==> src/rtl/bank_map_pkg.sv <==
package bank_map_pkg;

  // Strobes from the control side to the decode datapath
  typedef struct packed {
    logic hideLo;
    logic hideHi;
  } ctrlStrobe_t;

  // One flag per decoded target
  typedef struct packed {
    logic ram;
    logic romLo;
    logic romHi;
    logic io;
    logic regs;
  } chipSel_t;

  localparam int unsigned CFG_W = 2;

endpackage

==> src/rtl/bank_dp.sv <==
module bank_dp
  import bank_map_pkg::*;
#(
  parameter int unsigned BANK_W      = 8,
  parameter int unsigned ADDR_W      = 16,
  parameter logic [15:0] RAM_END     = 16'hBFFF,
  parameter logic [15:0] ROMLO_BASE  = 16'hC000,
  parameter logic [15:0] ROMLO_END   = 16'hCFFF,
  parameter logic [15:0] IO_BASE     = 16'hD000,
  parameter logic [15:0] IO_END      = 16'hD7FF,
  parameter logic [15:0] REGS_BASE   = 16'hDF00,
  parameter logic [15:0] REGS_END    = 16'hDFFF,
  parameter logic [15:0] ROMHI_BASE  = 16'hE000
) (
  input  logic              clk,
  input  logic              rstN,
  input  logic              busPhase,
  input  logic [BANK_W-1:0] dataBus,
  input  logic [ADDR_W-1:0] addrLo,
  input  logic              rdWrN,
  input  logic              validData,
  input  logic              validProg,
  input  ctrlStrobe_t       strobe,
  output logic [BANK_W-1:0] bankOut,
  output chipSel_t          chipSel,
  output logic              romRead
);

  localparam logic [BANK_W-1:0] BANK_ZERO = '0;

  logic [BANK_W-1:0] bankQ;
  logic              cycleValid;
  logic              inBank0;
  logic              inRam0, inRomLo, inIo, inRegs, inRomHi;
  chipSel_t          selNext;

  // Bank byte capture during the low phase
  always_ff @(posedge clk or negedge rstN) begin
    if (!rstN) begin
      bankQ <= '0;
    end else if (!busPhase) begin
      bankQ <= dataBus;
    end
  end

  assign bankOut = bankQ;

  assign cycleValid = validData | validProg;
  assign inBank0    = (bankQ == BANK_ZERO);

  // Range compares within bank 0
  always_comb begin
    inRam0  = (addrLo <= RAM_END);
    inRomLo = (addrLo >= ROMLO_BASE) && (addrLo <= ROMLO_END);
    inIo    = (addrLo >= IO_BASE) && (addrLo <= IO_END);
    inRegs  = (addrLo >= REGS_BASE) && (addrLo <= REGS_END);
    inRomHi = (addrLo >= ROMHI_BASE);
  end

  always_comb begin
    selNext = '0;
    if (cycleValid) begin
      if (!inBank0) begin
        selNext.ram = 1'b1;
      end else if (inRam0) begin
        selNext.ram = 1'b1;
      end else if (inRomLo) begin
        if (strobe.hideLo || !rdWrN) selNext.ram = 1'b1;
        else                         selNext.romLo = 1'b1;
      end else if (inRomHi) begin
        if (strobe.hideHi || !rdWrN) selNext.ram = 1'b1;
        else                         selNext.romHi = 1'b1;
      end else if (inIo) begin
        selNext.io = 1'b1;
      end else if (inRegs) begin
        selNext.regs = 1'b1;
      end
    end
  end

  assign chipSel = selNext;
  assign romRead = selNext.romLo | selNext.romHi;


  sel_onehot_chk: assert property (@(posedge clk) disable iff (!rstN)
    $onehot0(chipSel));


  idle_nosel_chk: assert property (@(posedge clk) disable iff (!rstN)
    (!validData && !validProg) |-> (chipSel == '0));


  write_norom_chk: assert property (@(posedge clk) disable iff (!rstN)
    !rdWrN |-> (!chipSel.romLo && !chipSel.romHi));


  bank_hold_chk: assert property (@(posedge clk) disable iff (!rstN)
    busPhase |=> $stable(bankOut));


  upper_ram_chk: assert property (@(posedge clk) disable iff (!rstN)
    (cycleValid && (bankOut != BANK_ZERO)) |-> chipSel.ram);

endmodule

==> src/rtl/bank_ctrl.sv <==
module bank_ctrl
  import bank_map_pkg::*;
#(
  parameter int unsigned WAIT_W     = 2,
  parameter int unsigned WAIT_RESET = 3
) (
  input  logic             clk,
  input  logic             rstN,
  input  logic             regSel,
  input  logic             regWrEn,
  input  logic [CFG_W-1:0] regWrData,
  output logic [CFG_W-1:0] regRdData,
  input  logic             romRead,
  output ctrlStrobe_t      strobe,
  output logic             ready
);

  localparam int unsigned MAX_WAIT = (1 << WAIT_W) - 1;
  localparam int unsigned RUN_W    = WAIT_W + 1;

  logic              hideLoQ, hideHiQ;
  logic [WAIT_W-1:0] waitCfg;
  logic [WAIT_W-1:0] waitLeft;
  logic              romReadPrev;
  logic              newAccess;
  logic [RUN_W-1:0]  lowRun;

  // Register file
  always_ff @(posedge clk or negedge rstN) begin
    if (!rstN) begin
      hideLoQ <= 1'b0;
      hideHiQ <= 1'b0;
      waitCfg <= WAIT_W'(WAIT_RESET);
    end else if (regWrEn) begin
      if (!regSel) begin
        hideLoQ <= regWrData[0];
        hideHiQ <= regWrData[1];
      end else begin
        waitCfg <= regWrData[WAIT_W-1:0];
      end
    end
  end

  always_comb begin
    regRdData = '0;
    if (!regSel) regRdData = {hideHiQ, hideLoQ};
    else         regRdData[WAIT_W-1:0] = waitCfg;
  end

  assign strobe.hideLo = hideLoQ;
  assign strobe.hideHi = hideHiQ;

  // Wait-state sequencing
  assign newAccess = romRead && !romReadPrev;

  always_comb begin
    if (newAccess) ready = (waitCfg == '0);
    else           ready = !romRead || (waitLeft == '0);
  end

  always_ff @(posedge clk or negedge rstN) begin
    if (!rstN) begin
      romReadPrev <= 1'b0;
      waitLeft    <= '0;
    end else begin
      romReadPrev <= romRead;
      if (newAccess) begin
        waitLeft <= (waitCfg == '0) ? '0 : waitCfg - 1'b1;
      end else if (romRead && (waitLeft != '0)) begin
        waitLeft <= waitLeft - 1'b1;
      end
    end
  end

  // Length of the current low stretch on ready, for checking only
  always_ff @(posedge clk or negedge rstN) begin
    if (!rstN) begin
      lowRun <= '0;
    end else if (!ready) begin
      if (lowRun != '1) lowRun <= lowRun + 1'b1;
    end else begin
      lowRun <= '0;
    end
  end


  wait_romonly_chk: assert property (@(posedge clk) disable iff (!rstN)
    !ready |-> romRead);


  wait_bound_chk: assert property (@(posedge clk) disable iff (!rstN)
    !ready |-> (lowRun < RUN_W'(MAX_WAIT)));


  map_write_chk: assert property (@(posedge clk) disable iff (!rstN)
    (regWrEn && !regSel) |=> (strobe.hideLo == $past(regWrData[0])
                              && strobe.hideHi == $past(regWrData[1])));


  wait_write_chk: assert property (@(posedge clk) disable iff (!rstN)
    (regWrEn && regSel) |=> (waitCfg == $past(regWrData[WAIT_W-1:0])));

endmodule

==> src/rtl/bank_map_decoder.sv <==
module bank_map_decoder
  import bank_map_pkg::*;
#(
  parameter int unsigned BANK_W     = 8,
  parameter int unsigned ADDR_W     = 16,
  parameter int unsigned WAIT_W     = 2,
  parameter int unsigned WAIT_RESET = 3
) (
  input  logic              clk,
  input  logic              rstN,
  input  logic              busPhase,
  input  logic [BANK_W-1:0] dataBus,
  input  logic [ADDR_W-1:0] addrLo,
  input  logic              rdWrN,
  input  logic              validData,
  input  logic              validProg,
  input  logic              regSel,
  input  logic              regWrEn,
  input  logic [CFG_W-1:0]  regWrData,
  output logic [CFG_W-1:0]  regRdData,
  output logic [BANK_W-1:0] bankOut,
  output logic              selRam,
  output logic              selRomLo,
  output logic              selRomHi,
  output logic              selIo,
  output logic              selRegs,
  output logic              ready
);

  ctrlStrobe_t strobe;
  chipSel_t    chipSel;
  logic        romRead;

  bank_ctrl #(
    .WAIT_W    (WAIT_W),
    .WAIT_RESET(WAIT_RESET)
  ) u_ctrl (
    .clk      (clk),
    .rstN     (rstN),
    .regSel   (regSel),
    .regWrEn  (regWrEn),
    .regWrData(regWrData),
    .regRdData(regRdData),
    .romRead  (romRead),
    .strobe   (strobe),
    .ready    (ready)
  );

  bank_dp #(
    .BANK_W(BANK_W),
    .ADDR_W(ADDR_W)
  ) u_dp (
    .clk      (clk),
    .rstN     (rstN),
    .busPhase (busPhase),
    .dataBus  (dataBus),
    .addrLo   (addrLo),
    .rdWrN    (rdWrN),
    .validData(validData),
    .validProg(validProg),
    .strobe   (strobe),
    .bankOut  (bankOut),
    .chipSel  (chipSel),
    .romRead  (romRead)
  );

  assign selRam   = chipSel.ram;
  assign selRomLo = chipSel.romLo;
  assign selRomHi = chipSel.romHi;
  assign selIo    = chipSel.io;
  assign selRegs  = chipSel.regs;

endmodule

==> config.mk <==
export PLATFORM = sky130hd
export DESIGN_NAME = bank_map_decoder
export DESIGN_NICKNAME = d
export VERILOG_FILES = /design/src/rtl/bank_map_pkg.sv /design/src/rtl/bank_dp.sv /design/src/rtl/bank_ctrl.sv /design/src/rtl/bank_map_decoder.sv
export SDC_FILE = /design/constraint.sdc
export NUM_CORES = 1
export LEC_CHECK = 0
export CAP_MARGIN = 25
export CORE_MARGIN = 2
export CORE_UTILIZATION = 60
export CTS_CLUSTER_SIZE = 30
export DETAILED_ROUTE_END_ITERATION = 12
export DONT_BUFFER_PORTS = 1
export PLACE_DENSITY_LB_ADDON = 0.12
export RECOVER_POWER = 50
export SYNTH_ARGS = -nofsm -noshare
export SYNTH_HDL_FRONTEND = slang
export SYNTH_HIERARCHICAL = 1
export SYNTH_SLANG_ARGS = --single-unit
export TNS_END_PERCENT = 10
==> constraint.sdc <==
create_clock -name clk -period 3.9 [get_ports clk]
set_input_delay 0 -clock clk [delete_from_list [all_inputs] [get_ports clk]]
set_output_delay 0 -clock clk [all_outputs]
set_load 0.01 [all_outputs]
* After elaboration in Yosys (flattened, before gate mapping) *
Cells that the tools add are included.

operators by class
  add/subtract/negate cells = 2
  multiply operators = 0
  div/mod/pow operators = 0
  $lt $le $gt $ge = 8
  equality and inequality tests = 0
  shift-type cells = 0
  mux-type cells = 23
  bitwise gates (word level) = 3
  reduce and logical (&&, ||, !) cells = 18

operators by type and width
  kind                                                                number
  16-bit greater-or-equal comparator, second input constant           4
  16-bit less-or-equal comparator, second input constant              4
  1-bit 2-to-1 mux                                                    14
  2-bit 2-to-1 mux                                                    5
  8-bit zero test                                                     1
  4-bit 2-to-1 mux                                                    2
  1-bit logical AND                                                   5
  5-bit 2-to-1 mux                                                    1
  2-bit zero test                                                     2
  2-bit AND reduction                                                 2
  2-bit nonzero test                                                  2
  2-bit by 1-bit subtractor with 2-bit output, second input constant  2
  1-bit zero test                                                     3
  1-bit logical OR                                                    3
  3-bit 2-to-1 mux                                                    1
  1-bit bitwise OR                                                    2
  1-bit inverter                                                      1

word-level totals
  register bits = 15
  latch bits = 0
  bits in writable memories = 0
  bits in read-only memories = 0
  output and inout bits = 16
  word-level logic and storage cells = 60
  memories kept = 0

* Longest topological paths before layout *
  depth after elaboration = 13
  gate-level depth with buffers = 7
  gate-level depth less buffers = 6

* Hierarchy *
The synthesis kept the hierarchy.

modules (own cells, without submodules)
  module     times used  cells each  area an instance (sq um)  seq. area each (sq um)
  bank_dp    1           38          475.5                     200.2
  bank_ctrl  1           32          375.4                     177.7

* Worst setup path before layout *
OpenSTA, ideal clock, no wires.

  path kind = reg2reg
  start = reg u_ctrl.hideLoQ
  end = reg u_ctrl.waitLeft[1]
  arrival time = 1.740 ns
  required time = 3.772 ns
  slack = 2.032 ns
  stages on the path, launching flop included = 8
  path buffers = 1
  period minus slack after synthesis = 1.868 ns
  cells stage by stage = dfrtp_1 > buf_4 > nand2b_1 > or4_4 > a21oi_2 > or2b_1 > a21oi_1 > a211oi_2

between the ends
  cells in the longest elaborated chain, start to end = 9

ends and longest elaborated chain
  element                                                 RTL line                          text
  start, declared                                         bank_ctrl.sv:21                   logic hideLoQ, hideHiQ;
  start signal, assigned                                  bank_ctrl.sv:36                   hideLoQ <= regWrData[0];
  1-bit logical OR (*)                                    bank_dp.sv:68                     if (strobe.hideLo || !rdWrN) selNext.ram = 1'b1;
  1-bit 2-to-1 mux (*)                                    bank_dp.sv:68
  1-bit 2-to-1 mux (*)                                    bank_dp.sv:67                     end else if (inRomLo) begin
  4-bit 2-to-1 mux (*)                                    bank_dp.sv:65                     end else if (inRam0) begin
  4-bit 2-to-1 mux (*)                                    bank_dp.sv:63                     if (!inBank0) begin
  5-bit 2-to-1 mux (*)                                    bank_dp.sv:62                     if (cycleValid) begin
  1-bit bitwise OR (*)                                    bank_dp.sv:82                     assign romRead = selNext.romLo | selNext.romHi;
  named net romRead                                       bank_map_decoder.sv:32            logic romRead;
  1-bit logical AND (on tied branches)                    bank_ctrl.sv:54, bank_ctrl.sv:69
  2-bit 2-to-1 mux or 2-bit nonzero test (tied branches)  -
  end signal, assigned                                    bank_ctrl.sv:68                   waitLeft <= (waitCfg == '0) ? '0 : waitCfg - 1'b1;
  end signal, assigned                                    bank_ctrl.sv:70                   waitLeft <= waitLeft - 1'b1;
  end, declared                                           bank_ctrl.sv:23                   logic [WAIT_W-1:0] waitLeft;

Mark *: on every way through the listed nets, which the timed path passes. The rest lies on a longest branch.
A chain may end at the register's enable or synchronous reset.

* Final worst setup path *
  start = reg u_ctrl.hideLoQ
  end = reg u_ctrl.waitLeft[0]

Same word-level chain as after synthesis.

==> flow_summary.ini <==
[layout]
nFillCells = 74
multiInputGateArea_sq_um = 442
seq_area_sq_um = 378
layoutNonFillerInstCount = 110
drive_gt1_share_pct = 30.5
final_cell_mix = 24 x dlygate4sd3_1, 15 x mux2_2, 13 x dfrtp_1
final_common_cell = dlygate4sd3_1
syn2layout_area_growth_pct = 31.3
fin_util_pct = 84.8
nets = 131
n_antenna_cell = 0

[drt]
wl_per_cell_microns = 18.2
via_per_inst = 5.92
drc = 0
detail_route.iter0.violations = 2
antenna_left = 0
wirelength_mm = 2.01
dr_total_vias = 651
drt_pass1_iterations = 3

[worst_setup_path]
worstPathRequired_ps = 4070
cp-end-kind = flop
max_stage_delay_ps = 580
cp_cell_sequence = nand2b_1, or4_4, dlygate4sd3_1, a21oi_2, or2b_1, o22ai_1, a21oi_1
cp.arrival_ps = 2720
critical_path.slowest_cell = dlygate4sd3_1
path_class = flop to flop
crit_fanout = 6
start_kind = flop

[cts]
clk_latency_ps = 290
cts_tree = yes
root_buffer = clkbuf_4
clkTransAtPathRegs_ps = 90
clk_path_buf_depth = 2
cts_resized = 0
cts.sinks = 15
holdBufCountCts = 24
post-cts-setup-buffers = 0
cts_made_buffers = 3
htreeDepth = 1

[floorplanning]
die_h_microns = 41.7
num_rows = 13
die_w_microns = 41.7
core_area_sq_mm = 0.00132
die_area_sq_mm = 0.00174
start_util_pct = 64.6
io_pins = 50

[placement]
routabilityCongestion = 0.720
dp_hpwl_mm = 1.23
dp_cells = 82
io_buffers = 0
dp_slack_ps = 2000

[global_routing]
grt-ovfl-total = 0
antenna_found_initial = 0
grt_pass1_vias = 753
grt_max_degree = 16
grt.total_usage_pct = 27.2
grt_pass1_wl_mm = 3.50

[sta]
skew_ps = 2.39
hold_viol = 0
tightest_slew_ps = 650
fmax_mhz = 392
holdWs_ps = 34.3
max-slew-margin-rel_pct = 56.5
min_period_ps = 2550
fin_crit_sh_pct = 65.4
rsz0062_at_grt = false
maxSlewViolCount = 0
worst_slack_ps = 1350
finalSetupViolCount = 0
finalSetupTns_ps = 0

[yosys]
synth_seq_area_share_pct = 44.4
syn_nets = 105
synth_cell_types = 29
netlist_area_sq_um = 851
syn_inst = 70
syn_area_per_cell_sq_um = 12.2
yosysWarnings = 6
ys_seq_elements = 15

[run]
maxCapViolations = 0

[power]
p_leak_nw = 0.411
peakVddDrop_uv = 303
power_per_cell_area_mw_per_mm2 = 321

[outcome]
outcome = completed

[min_path]
min_path_type = primary input to primary output
routing by layer:
metal | up-vias | part of all wire, % | global-route usage [%]
met1 | 299 | 41 | 31.2
met2 | 33 | 49 | 45.0
met3 | 9 | 6.5 | 6.52
met4 | 0 | 3.7 | 17.4
li1 | 310 | - | -
met5 | - | 0 | 0
final cells by class:
class,instances,share of cell area [%]
clock inverter,1,0.448
multi-input combinational,49,39.5
inverter,3,1.01
clock buffer,3,2.02
timing repair buffer,24,21.5
tap,15,1.68
sequential,15,33.8
kinds of logic (layout without fill, tap and decap cells):
family          count (synthesis)  after routing  synth area share (%)
mux                            15             15                  19.9
flops                          15             15                  44.4
simple gates                   22             22                  19.4
fa+ha+maj                       1              1                  1.47
buf+inv                         6             31                  3.68
compound gates                 11             11                  11.2
cell usage after synthesis:
library cell / count / area share (%)
dfstp_2: 2 / 6.2
buf_2: 1 / 0.59
a22o_1: 1 / 1.0
nand3_1: 1 / 0.59
o22a_1: 1 / 1.0
or2b_1: 1 / 0.88
or4_4: 1 / 1.3
a21oi_2: 1 / 1.0
mux2_2: 15 / 20
a21oi_1: 2 / 1.2
nor4_4: 2 / 5.0
dfrtp_1: 13 / 38
nor2b_1: 4 / 2.9
nor4b_1: 1 / 1.0
o22ai_1: 1 / 0.74
o2111ai_2: 1 / 1.8
nand2b_1: 1 / 0.74
o311ai_0: 1 / 1.0
nor3_2: 2 / 2.4
nor2_1: 3 / 1.3
ha_1: 1 / 1.5
o211ai_1: 1 / 0.88
a211oi_2: 1 / 1.5
nand2_1: 4 / 1.8
buf_4: 2 / 1.8
inv_1: 3 / 1.3
o2111ai_1: 1 / 1.0
and2_1: 1 / 0.74
nand4_1: 1 / 0.74
critical path, delay by kind of cell, from the launching register on:
family / cells / cell delay [ps]
compound gates: 3 / 480
buf+inv: 1 / 580
flops: 1 / 410
simple gates: 3 / 970
sequential cells by signal, indices dropped and copies added, names as in the netlist:
signal / flops
u_ctrl/waitCfg: 2
u_ctrl/waitLeft: 2
u_ctrl/hideLoQ: 1
u_ctrl/romReadPrev: 1
u_dp/bankOut: 8
u_ctrl/hideHiQ: 1
report_power, final:
part           internal [W]  switching, W
clock network     0.0000381     0.0000525
logic             0.0000460     0.0000243
registers          0.000173     0.0000251
worst paths after layout:
check                                   start  slack (ps)  cells past startpoint                  to
hold / removal                     addrLo[11]          30                      1               selIo
hold reg to reg            u_ctrl/romReadPrev         540                      1  u_ctrl/waitLeft[1]
max in group asynchronous                rstN        3310                      1      u_ctrl/hideLoQ
setup / recovery               u_ctrl/hideLoQ        1350                      7  u_ctrl/waitLeft[0]
setup reg to reg               u_ctrl/hideLoQ        1350                      7  u_ctrl/waitLeft[0]
min in group asynchronous                rstN         170                      1      u_ctrl/hideHiQ
through the flow:
step	area (sq um)	total power (W)
6_report	1120	0.000359
5_1_grt	1120	0.000375
4_1_cts	1120	0.000354
3_5_place_dp	850	0.000239
3_3_place_gp	850	0.000236
2_1_floorplan	851	0.000234
Note: power is estimated with default switching activity, not from simulation.
